==> src/rtl/crcm_pkg.sv <==
package crcm_pkg;

    typedef enum logic [2:0] {
        ST_PARK,
        ST_ON,
        ST_WAIT,
        ST_DELAY,
        ST_HOLD
    } crcm_state_e;

endpackage

==> src/rtl/crcm_edge_sync.sv <==
module crcm_edge_sync #(
    parameter int STAGES = 2
) (
    input  logic clk,
    input  logic rst_n,
    input  logic din,
    output logic fall
);
    // bit 0 is the first flop; bit STAGES holds the previous synchronised value
    logic [STAGES:0] sh_d, sh_q;

    always_comb begin
        sh_d = {sh_q[STAGES-1:0], din};
    end

    always_ff @(posedge clk or negedge rst_n) begin
        if (!rst_n) sh_q <= '0;
        else        sh_q <= sh_d;
    end

    assign fall = sh_q[STAGES] & ~sh_q[STAGES-1];

    AST_FALL_SINGLE: assert property (@(posedge clk) disable iff (!rst_n)
        fall |=> !fall);

endmodule

==> src/rtl/crcm_softstart.sv <==
module crcm_softstart #(
    parameter int W       = 16,
    parameter int DIV_CYC = 610
) (
    input  logic         clk,
    input  logic         rst_n,
    output logic [W-1:0] lim
);
    localparam int DW = (DIV_CYC > 1) ? $clog2(DIV_CYC) : 1;
    localparam logic [DW-1:0] DIV_LAST = DW'(DIV_CYC - 1);

    typedef struct packed {
        logic [DW-1:0] div;
        logic [W-1:0]  lim;
    } ss_t;

    ss_t ss_d, ss_q;

    always_comb begin
        ss_d = ss_q;
        if (ss_q.div == DIV_LAST) begin
            ss_d.div = '0;
            if (ss_q.lim != '1) ss_d.lim = ss_q.lim + W'(1);
        end else begin
            ss_d.div = ss_q.div + DW'(1);
        end
    end

    always_ff @(posedge clk or negedge rst_n) begin
        if (!rst_n) ss_q <= '0;
        else        ss_q <= ss_d;
    end

    assign lim = ss_q.lim;

    AST_SS_MONOTONIC: assert property (@(posedge clk) disable iff (!rst_n)
        1'b1 |=> (ss_q.lim >= $past(ss_q.lim)));

endmodule

==> src/rtl/crcm_ontime_sel.sv <==
module crcm_ontime_sel #(
    parameter int W          = 16,
    parameter int MIN_ON_CYC = 20
) (
    input  logic [W-1:0] cmd,
    input  logic [W-1:0] lim,
    output logic [W-1:0] target
);
    localparam logic [W-1:0] MIN_V = W'(MIN_ON_CYC);

    logic [W-1:0] capped;

    always_comb begin
        capped = (cmd < lim) ? cmd : lim;
        target = (capped < MIN_V) ? MIN_V : capped;
    end

endmodule

==> src/rtl/crcm_gate_timer.sv <==
module crcm_gate_timer
    import crcm_pkg::*;
#(
    parameter int CNT_W       = 16,
    parameter int LEB_CYC     = 12,
    parameter int MIN_ON_CYC  = 20,
    parameter int MIN_PER_CYC = 100,
    parameter int MAX_PER_CYC = 4000,
    parameter int SS_DIV_CYC  = 610
) (
    input  logic             clk,
    input  logic             rst_n,
    input  logic             uv_flag,
    input  logic             gate_en,
    input  logic [CNT_W-1:0] ton_cmd,
    input  logic [CNT_W-1:0] dly_cmd,
    input  logic             zcd_in,
    input  logic             oc_in,
    output logic             gate_out
);
    localparam int PW = $clog2(MAX_PER_CYC + 1);
    localparam logic [CNT_W:0] LEB_V    = (CNT_W+1)'(LEB_CYC);
    localparam logic [PW:0]    MINP_V   = (PW+1)'(MIN_PER_CYC);
    localparam logic [PW:0]    MAXP_V   = (PW+1)'(MAX_PER_CYC);

    typedef struct packed {
        crcm_state_e      state;
        logic             gate;
        logic [CNT_W-1:0] ramp;
        logic [CNT_W-1:0] dcnt;
        logic [PW-1:0]    per;
        logic [CNT_W-1:0] ton;
        logic [CNT_W-1:0] dly;
    } core_t;

    core_t c_d, c_q;

    logic             zcd_fall;
    logic [CNT_W-1:0] ss_lim;
    logic [CNT_W-1:0] on_target;
    logic             en_ok;
    logic [CNT_W:0]   ramp_nx;
    logic [CNT_W:0]   dcnt_nx;
    logic [PW:0]      per_nx;
    logic             floor_met;
    logic             ceil_hit;

    crcm_edge_sync #(.STAGES(2)) i_zcd_sync (
        .clk  (clk),
        .rst_n(rst_n),
        .din  (zcd_in),
        .fall (zcd_fall)
    );

    crcm_softstart #(.W(CNT_W), .DIV_CYC(SS_DIV_CYC)) i_softstart (
        .clk  (clk),
        .rst_n(rst_n),
        .lim  (ss_lim)
    );

    crcm_ontime_sel #(.W(CNT_W), .MIN_ON_CYC(MIN_ON_CYC)) i_ontime_sel (
        .cmd   (c_q.ton),
        .lim   (ss_lim),
        .target(on_target)
    );

    assign en_ok     = gate_en & ~uv_flag;
    assign ramp_nx   = {1'b0, c_q.ramp} + (CNT_W+1)'(1);
    assign dcnt_nx   = {1'b0, c_q.dcnt} + (CNT_W+1)'(1);
    assign per_nx    = {1'b0, c_q.per} + (PW+1)'(1);
    assign floor_met = (per_nx >= MINP_V);
    assign ceil_hit  = (per_nx >= MAXP_V);

    always_comb begin
        c_d     = c_q;
        c_d.ton = ton_cmd;
        c_d.dly = dly_cmd;
        if (c_q.per != '1) c_d.per = c_q.per + PW'(1);

        if (!en_ok) begin
            c_d.state = ST_PARK;
            c_d.gate  = 1'b0;
            c_d.ramp  = '0;
        end else begin
            unique case (c_q.state)
                ST_PARK: begin
                    c_d.state = ST_ON;
                    c_d.gate  = 1'b1;
                    c_d.ramp  = '0;
                    c_d.per   = '0;
                end
                ST_ON: begin
                    if ((ramp_nx >= {1'b0, on_target}) ||
                        (oc_in && ({1'b0, c_q.ramp} >= LEB_V))) begin
                        c_d.state = ST_WAIT;
                        c_d.gate  = 1'b0;
                        c_d.ramp  = '0;
                    end else begin
                        c_d.ramp  = ramp_nx[CNT_W-1:0];
                    end
                end
                ST_WAIT: begin
                    if (ceil_hit) begin
                        c_d.state = ST_ON;
                        c_d.gate  = 1'b1;
                        c_d.per   = '0;
                    end else if (zcd_fall) begin
                        c_d.state = ST_DELAY;
                        c_d.dcnt  = '0;
                    end
                end
                ST_DELAY: begin
                    if (ceil_hit || ((dcnt_nx >= {1'b0, c_q.dly}) && floor_met)) begin
                        c_d.state = ST_ON;
                        c_d.gate  = 1'b1;
                        c_d.per   = '0;
                    end else if (dcnt_nx >= {1'b0, c_q.dly}) begin
                        c_d.state = ST_HOLD;
                    end else begin
                        c_d.dcnt  = dcnt_nx[CNT_W-1:0];
                    end
                end
                ST_HOLD: begin
                    if (floor_met) begin
                        c_d.state = ST_ON;
                        c_d.gate  = 1'b1;
                        c_d.per   = '0;
                    end
                end
                default: begin
                    c_d.state = ST_PARK;
                    c_d.gate  = 1'b0;
                end
            endcase
        end
    end

    always_ff @(posedge clk or negedge rst_n) begin
        if (!rst_n) begin
            c_q       <= '0;
            c_q.state <= ST_PARK;
        end else begin
            c_q       <= c_d;
        end
    end

    assign gate_out = c_q.gate & en_ok & rst_n;

    AST_PARK_WHEN_BLOCKED: assert property (@(posedge clk) disable iff (!rst_n)
        !en_ok |=> (c_q.state == ST_PARK) && !c_q.gate);

    AST_FLOOR_PERIOD: assert property (@(posedge clk) disable iff (!rst_n)
        ($rose(c_q.gate) && ($past(c_q.state) != ST_PARK))
        |-> (int'($past(c_q.per)) + 1 >= MIN_PER_CYC));

    AST_CEIL_PERIOD: assert property (@(posedge clk) disable iff (!rst_n)
        (((c_q.state == ST_WAIT) || (c_q.state == ST_DELAY)) &&
         (($past(c_q.state) == ST_WAIT) || ($past(c_q.state) == ST_DELAY)))
        |-> (int'(c_q.per) < MAX_PER_CYC));

    AST_RAMP_CLEARED: assert property (@(posedge clk) disable iff (!rst_n)
        $fell(c_q.gate) |-> (c_q.ramp == '0));

    AST_SHORT_ONLY_BY_OC: assert property (@(posedge clk) disable iff (!rst_n)
        ($fell(c_q.gate) && ($past(c_q.state) == ST_ON) && $past(en_ok))
        |-> ((int'($past(c_q.ramp)) + 1 >= MIN_ON_CYC) ||
             ($past(oc_in) && (int'($past(c_q.ramp)) >= LEB_CYC))));

endmodule

==> config.mk <==
export PLATFORM = sky130hd
export DESIGN_NAME = crcm_gate_timer
export DESIGN_NICKNAME = d
export VERILOG_FILES = /design/src/rtl/crcm_pkg.sv /design/src/rtl/crcm_edge_sync.sv /design/src/rtl/crcm_softstart.sv /design/src/rtl/crcm_ontime_sel.sv /design/src/rtl/crcm_gate_timer.sv
export SDC_FILE = /design/constraint.sdc
export NUM_CORES = 1
export LEC_CHECK = 0
export ABC_AREA = 0
export BUFFER_PORTS_ARGS = -buffer_cell sky130_fd_sc_hd__buf_2
export CORE_UTILIZATION = 50
export CTS_BUF_LIST = sky130_fd_sc_hd__clkbuf_16
export DETAILED_ROUTE_END_ITERATION = 16
export HOLD_SLACK_MARGIN = 0.03
export PLACE_DENSITY = 0.72
export SLEW_MARGIN = 0
export SYNTH_ARGS = -nofsm -noshare
export SYNTH_HDL_FRONTEND = slang
export SYNTH_HIERARCHICAL = 1
export SYNTH_SLANG_ARGS = --single-unit
==> constraint.sdc <==
create_clock -name clk -period 8.8 [get_ports clk]
set_input_delay 0.44 -clock clk [delete_from_list [all_inputs] [get_ports clk]]
set_output_delay 0.44 -clock clk [all_outputs]
set_load 0.01 [all_outputs]
==> results_dict.tcl, run 1 <==
set metrics [dict create \
    status "finished clean" \
    worst-path-max-fanout 16 \
    cts_tree "done" \
    hold_path.class "in2async" \
    fillerInstances 1204 \
    post-route-period-util 0.526 \
    clock_sinks 109 \
    post-route-min-period_ns 4.63 \
    path_buf_inv 2 \
    setup_viol 0 \
    syn-num-nets 787 \
    fp-row-count 42 \
    place.detailed.instances 873 \
    core_sq_um 13200 \
    cts_root_buf "clkbuf_16" \
    portBuffers 38 \
    wl_met3_um 538 \
    place_area_sq_um 6930 \
    die_area_sq_um 14000 \
    netlist_area_sq_um 6750 \
    skew_ns 0.0121 \
    drt-initial-drc-count 340 \
    ff2ff_path_depth 15 \
    ys_ff_latch 109 \
    crit_family "compound AO/OA/AOI/OAI gates" \
    syn_inst 695 \
    tightest_slew_ns 1.01 \
    async_flop_share 1.00 \
    fin_nets 800 \
    wl_met1_um 6470 \
    detail_route.wl_per_cell_um 15.7 \
    yosysSeqAreaShare 0.404 \
    cp_slowest_stage_delay_ns 0.73 \
    start_kind "flop" \
    dp_hpwl_um 10300 \
    clk_pin_slew_ns 0.07 \
    endpoint_kind "flop" \
    synth_top_area_cell "dfrtp_1" \
    critPathSlowestCell "a211oi_4" \
    power.density_nw_per_um2 156 \
    cts_max_path_buffers 2 \
    yosys_warnings 6 \
    synth_edf_count 0 \
    totalWireLength_um 13900 \
    cp.depth 15 \
    layout-drive-gt1-share 0.121 \
    grt_start_max_net_pins 59 \
    h-tree-depth 3 \
    cts_resized 0 \
    synth_area_leaders "dfrtp_1 (40%), ha_1 (10%), xnor2_1 (4.3%)" \
    syn_avg_cell_area_sq_um 9.71 \
    grt_pass1_vias 5110 \
    cp.arrival_ns 4.92 \
    post_cts_buffers 0 \
    area_delta_synth_final_pct 6.56 \
    ant_nets 0 \
    rsz0062_at_grt "no" \
    met2_length_um 6650 \
    grt_pass1_wl_um 24000 \
    cp_cell_sequence "inv_1 > ha_1 > a211oi_1 > nor2_1 > a311o_1 > a211oi_4 > mux2_2 > inv_1 > ha_1 > a21oi_1 > o21ai_0 > a221oi_1 > a31oi_1 > nor2_1 > a22o_1" \
    final_hold_viol_count 0 \
    netlist.area_leader.share 0.404 \
    final_cells 889 \
    path_class "reg2reg" \
    cap_violations 0 \
    die_height_um 118 \
    num_io_pins 39 \
    p_leak_nw 3.30 \
    worstSkewPairLatency_ns 0.35 \
    stdcell_area_sq_um 7190 \
    ys.flop_type "dfrtp_1" \
    drc 0 \
    ys_types 71 \
    top_layer_used "met4" \
    ir_worst_vdd_mv 0.154 \
    via_count 5124 \
    tns_ns 0 \
    gp_congestion 0.899 \
    max_freq_mhz 216 \
    crit_required_ns 9.09 \
    track_usage 0.213 \
    cts_buffers 9 \
    die_x_um 118 \
    viasPerCell 5.76 \
    ctsHoldBuffers 0 \
    grt-ovfl-total 0 \
    initial_core_util 0.512 \
    antenna_cells 0 \
    firstDrtPassIters 5 \
    antenna_found_initial 0 \
    slew_headroom 0.326 \
    maxSlewViolCount 0 \
]
## state kept, by name, indices dropped and copies added, names as in the netlist
signal,cells
c_q,80
i_softstart/lim,16
i_softstart/ss_q,10
i_zcd_sync/sh_q,3
## cells in the mapped netlist (8+ instances only)
cell,instances
nor2_1,45
inv_1,59
clkbuf_1,13
nand2_1,58
a22o_1,23
o21ai_0,14
mux2_2,8
xor2_1,17
nand3_1,44
buf_4,16
xnor2_1,33
nor3_1,12
nor4_1,9
dfrtp_1,109
a31oi_1,11
a21oi_1,27
and3_1,9
nand4_1,24
ha_1,54
## area by class of cell
cell class	instances	area (sq um)	area share
clock buffer	9	225	0.0313
tap	176	220	0.0306
multi-input combinational	490	3560	0.495
inverter	59	221	0.0308
clock inverter	7	35.0	0.00487
sequential	109	2730	0.379
timing repair buffer	39	200	0.0278
## power by group
part           internal, W  switching [W]
logic            0.0000789       0.000111
clock network     0.000188       0.000176
registers         0.000532      0.0000386
total             0.000798       0.000326
## path summary, 6_finish.rpt
check	end	start	slack (ns)
min reg2reg	i_zcd_sync/sh_q[1]$_DFF_PN0_	i_zcd_sync/sh_q[0]$_DFF_PN0_	0.38
max in group asynchronous	c_q[64]$_DFFE_PN0P_	rst_n	7.47
max reg2reg	c_q[61]$_DFFE_PN0P_	i_softstart/lim[13]$_DFFE_PN0P_	4.17
min	c_q[73]$_DFFE_PN0P_	rst_n	0.12
max	c_q[61]$_DFFE_PN0P_	i_softstart/lim[13]$_DFFE_PN0P_	4.17
min in group clk	c_q[28]$_DFF_PN0_	ton_cmd[12]	0.19
## cells in the final DEF, fill, tap and decap left out, types with 8 or more instances in the layout
cell       synthesis  final
a31oi_1           11     11
nor4_1             9      9
nor2_1            45     45
nor3_1            12     12
xnor2_1           33     33
dfrtp_1          109    109
ha_1              54     54
and3_1             9      9
nand2_1           58     58
buf_2              4     37
inv_1             59     61
a21oi_1           27     27
nand3_1           44     44
nand4_1           24     24
xor2_1            17     17
a22o_1            23     23
o21ai_0           14     14
clkbuf_16          0      9
mux2_2             8      8
## layer usage
layer / vias to the layer above / track usage
li1: 2494 / -
met1: 2487 / 0.282
met2: 121 / 0.346
met3: 22 / 0.0410
met4: 0 / 0.0753
met5: - / 0
## through the flow
step           setup WS, ns   util  power, W  hold WS, ns
2_1_floorplan          4.86      -  0.000711        0.144
3_3_place_gp           4.38  0.526  0.000758        0.366
3_5_place_dp           4.22  0.526  0.000768        0.368
4_1_cts                4.20  0.545   0.00114        0.145
5_1_grt                3.74  0.545   0.00119        0.169
6_report               4.17  0.545   0.00112        0.116
## cell families after synthesis
| group | after synthesis | synth area share |
|---|---|---|
| xor+xnor | 50 | 0.0649 |
| flops | 109 | 0.404 |
| compound gates | 123 | 0.137 |
| fa+ha+maj | 54 | 0.100 |
| simple gates | 242 | 0.190 |
| mux | 21 | 0.0365 |
| buf+inv | 96 | 0.0680 |
(Power assumes the default switching activity.)
==> inputs of run 2 (changes only) <==
--- a/config.mk
+++ b/config.mk
@@ -5,13 +5,13 @@
 export SDC_FILE = /design/constraint.sdc
 export NUM_CORES = 1
 export LEC_CHECK = 0
-export ABC_AREA = 0
+export ABC_AREA = 1
 export BUFFER_PORTS_ARGS = -buffer_cell sky130_fd_sc_hd__buf_2
 export CORE_UTILIZATION = 50
 export CTS_BUF_LIST = sky130_fd_sc_hd__clkbuf_16
 export DETAILED_ROUTE_END_ITERATION = 16
 export HOLD_SLACK_MARGIN = 0.03
-export PLACE_DENSITY = 0.72
+export PLACE_DENSITY = 0.75
 export SLEW_MARGIN = 0
 export SYNTH_ARGS = -nofsm -noshare
 export SYNTH_HDL_FRONTEND = slang
==> constraint.sdc (replaced) <==
create_clock -name clk -period 3.9 [get_ports clk]
set_input_delay 0.195 -clock clk [delete_from_list [all_inputs] [get_ports clk]]
set_output_delay 0.195 -clock clk [all_outputs]
set_load 0.01 [all_outputs]
==> results_dict.tcl, run 2 <==
set metrics [dict create \
    yosys_warnings 6 \
    power.density_nw_per_um2 287 \
    grt-ovfl-total 0 \
    worst-path-max-fanout 9 \
    multi_input_area_sq_um 4100 \
    via_count 6453 \
    grt_start_max_net_pins 66 \
    p_leak_nw 4.40 \
    layout_setup_ws_ns 0.269 \
    ys_ff_latch 109 \
    post-route-period-util 0.931 \
    netlist_area_sq_um 7680 \
    synth_edf_count 0 \
    drc 0 \
    dp_hpwl_um 11700 \
    hold_path_startpoint "oc_in" \
    core_sq_um 14800 \
    gp_congestion 0.842 \
    cts_buffers 9 \
    antenna_cells 0 \
    die_area_sq_um 15900 \
    die_x_um 126 \
    crit_family "simple AND/OR/NAND/NOR gates" \
    slew_headroom 0.467 \
    firstDrtPassIters 5 \
    mostFrequentLayoutCell "nand2_1" \
    layout-drive-gt1-share 0.175 \
    track_usage 0.215 \
    max_freq_mhz 275 \
    path_common_cell "nand2_1" \
    portBuffers 38 \
    area_delta_synth_final_pct 15.0 \
    synth_top_area_cell "dfrtp_1" \
    netlist.area_leader.share 0.355 \
    path_class "reg2reg" \
    worstSkewPairLatency_ns 0.36 \
    yosysSeqAreaShare 0.355 \
    ant_nets 0 \
    start_kind "flop" \
    cap_violations 0 \
    crit_start "i_softstart/lim[11]$_DFFE_PN0P_" \
    p_total_w 0.00253 \
    synth_common_cells "nand2_1 (258), inv_1 (167), dfrtp_1 (109)" \
    cp.arrival_ns 3.89 \
    cts_root_buf "clkbuf_16" \
    syn_avg_cell_area_sq_um 7.55 \
    utilization 0.598 \
    status "finished clean" \
    async_flop_share 1.00 \
    hold_path.class "in2reg" \
    antenna_found_initial 0 \
    maxSlewViolCount 0 \
    regArea_sq_um 2740 \
    layout_common_cells "nand2_1 (253), inv_1 (168), dfrtp_1 (102), nor2_1 (87), ha_1 (53)" \
    post-route-min-period_ns 3.63 \
    syn-num-nets 1110 \
    die_height_um 126 \
    num_io_pins 39 \
    ys_types 48 \
    clk_pin_slew_ns 0.07 \
    fp-row-count 44 \
    fin_nets 1190 \
    largest_reg_flops 80 \
    cp_slowest_stage_delay_ns 0.41 \
    syn_inst 1018 \
    cts_tree "done" \
    final_hold_viol_count 0 \
    initial_core_util 0.521 \
    fillerInstances 1280 \
    viasPerCell 5.01 \
    regMostFlops "c_q" \
    h-tree-depth 3 \
    yosysMostFrequentCell "nand2_1" \
    totalWireLength_um 16300 \
    setup_viol 0 \
    clock_sinks 109 \
    drt-initial-drc-count 523 \
    detail_route.wl_per_cell_um 12.7 \
    place_ws_ns 0.138 \
    place.detailed.instances 1220 \
    tightest_slew_ns 0.799 \
    hold_ws_ns 0.323 \
    final_cells 1287 \
    synth_area_leaders "dfrtp_1 (36%), nand2_1 (13%), ha_1 (8.8%)" \
    skew_ns 0.00825 \
    ir_worst_vdd_mv 0.263 \
    crit_required_ns 4.15 \
    grt_pass1_vias 6191 \
    r2r_start "i_softstart/lim[11]$_DFFE_PN0P_" \
    path_buf_inv 4 \
    grt_pass1_wl_um 27700 \
    endpoint_kind "flop" \
    cts_max_path_buffers 2 \
    critPathSlowestCell "dfrtp_2" \
    ys.flop_type "dfrtp_1" \
]
==> run 2: logic make-up after synthesis <==
logic type / Yosys count / share of synthesized area
xor+xnor: 34 / 0.0397
buf+inv: 209 / 0.123
simple gates: 511 / 0.308
flops: 109 / 0.355
fa+ha+maj: 54 / 0.0880
compound gates: 99 / 0.0831
mux: 2 / 0.00277
==> run 2: final timing paths <==
| check | endpoint | slack [ns] | cells past startpoint |
|---|---|---|---|
| worst max-delay path | c_q[78]$_DFFE_PN0P_ | 0.27 | 29 |
| worst min-delay path | c_q[67]$_DFFE_PN0P_ | 0.32 | 6 |
| worst max register to register | c_q[78]$_DFFE_PN0P_ | 0.27 | 29 |
| worst min register to register | i_zcd_sync/sh_q[1]$_DFF_PN0_ | 0.36 | 0 |
| max in group asynchronous | i_softstart/lim[14]$_DFFE_PN0P_ | 2.25 | 3 |
| min in group asynchronous | c_q[66]$_DFFE_PN0P_ | 0.37 | 2 |
==> run 2: routing by layer <==
| layer | track usage | vias to the layer above | part of all wire |
|---|---|---|---|
| met5 | 0 | - | 0 |
| met4 | 0.0631 | 0 | 0.010 |
| li1 | - | 3365 | - |
| met3 | 0.0404 | 13 | 0.035 |
| met1 | 0.284 | 2965 | 0.46 |
| met2 | 0.359 | 110 | 0.49 |
==> run 2: power breakdown <==
part / switching, W / internal [W]
Clock: 0.000413 / 0.000489
Combinational: 0.000231 / 0.000172
Sequential: 0.0000462 / 0.00118
==> run 2: repair_timing <==
action / CTS / global route
buffers inserted: 0 / 15
setup endpoints to repair: 0 / 27
endpoints found under the hold margin: 77 / 0
hold buffers: 34 / 0
resized for setup: 0 / 30
==> run 2: through the flow <==
| step | setup TNS [ns] | cell area [sq um] |
|---|---|---|
| floorplan | 0 | 7680 |
| finish | 0 | 8830 |
| global route | -0.104 | 8830 |
| CTS | 0 | 8570 |
| global placement | 0 | 7950 |
| detailed placement | 0 | 7950 |
==> run 2: worst reg2reg max path, delay by kind of cell (launching register included) <==
| kind | cells | cell delay, ns |
|---|---|---|
| flops | 1 | 0.41 |
| simple gates | 20 | 1.65 |
| fa+ha+maj | 2 | 0.61 |
| compound gates | 3 | 0.53 |
| buf+inv | 4 | 0.34 |
==> run 2: layout make-up <==
type | count | share of cell area
Sequential cell | 109 | 0.310
Clock inverter | 7 | 0.00652
Clock buffer | 9 | 0.0255
Timing Repair Buffer | 103 | 0.0938
Inverter | 174 | 0.0741
Tap cell | 184 | 0.0261
Multi-Input combinational cell | 701 | 0.464
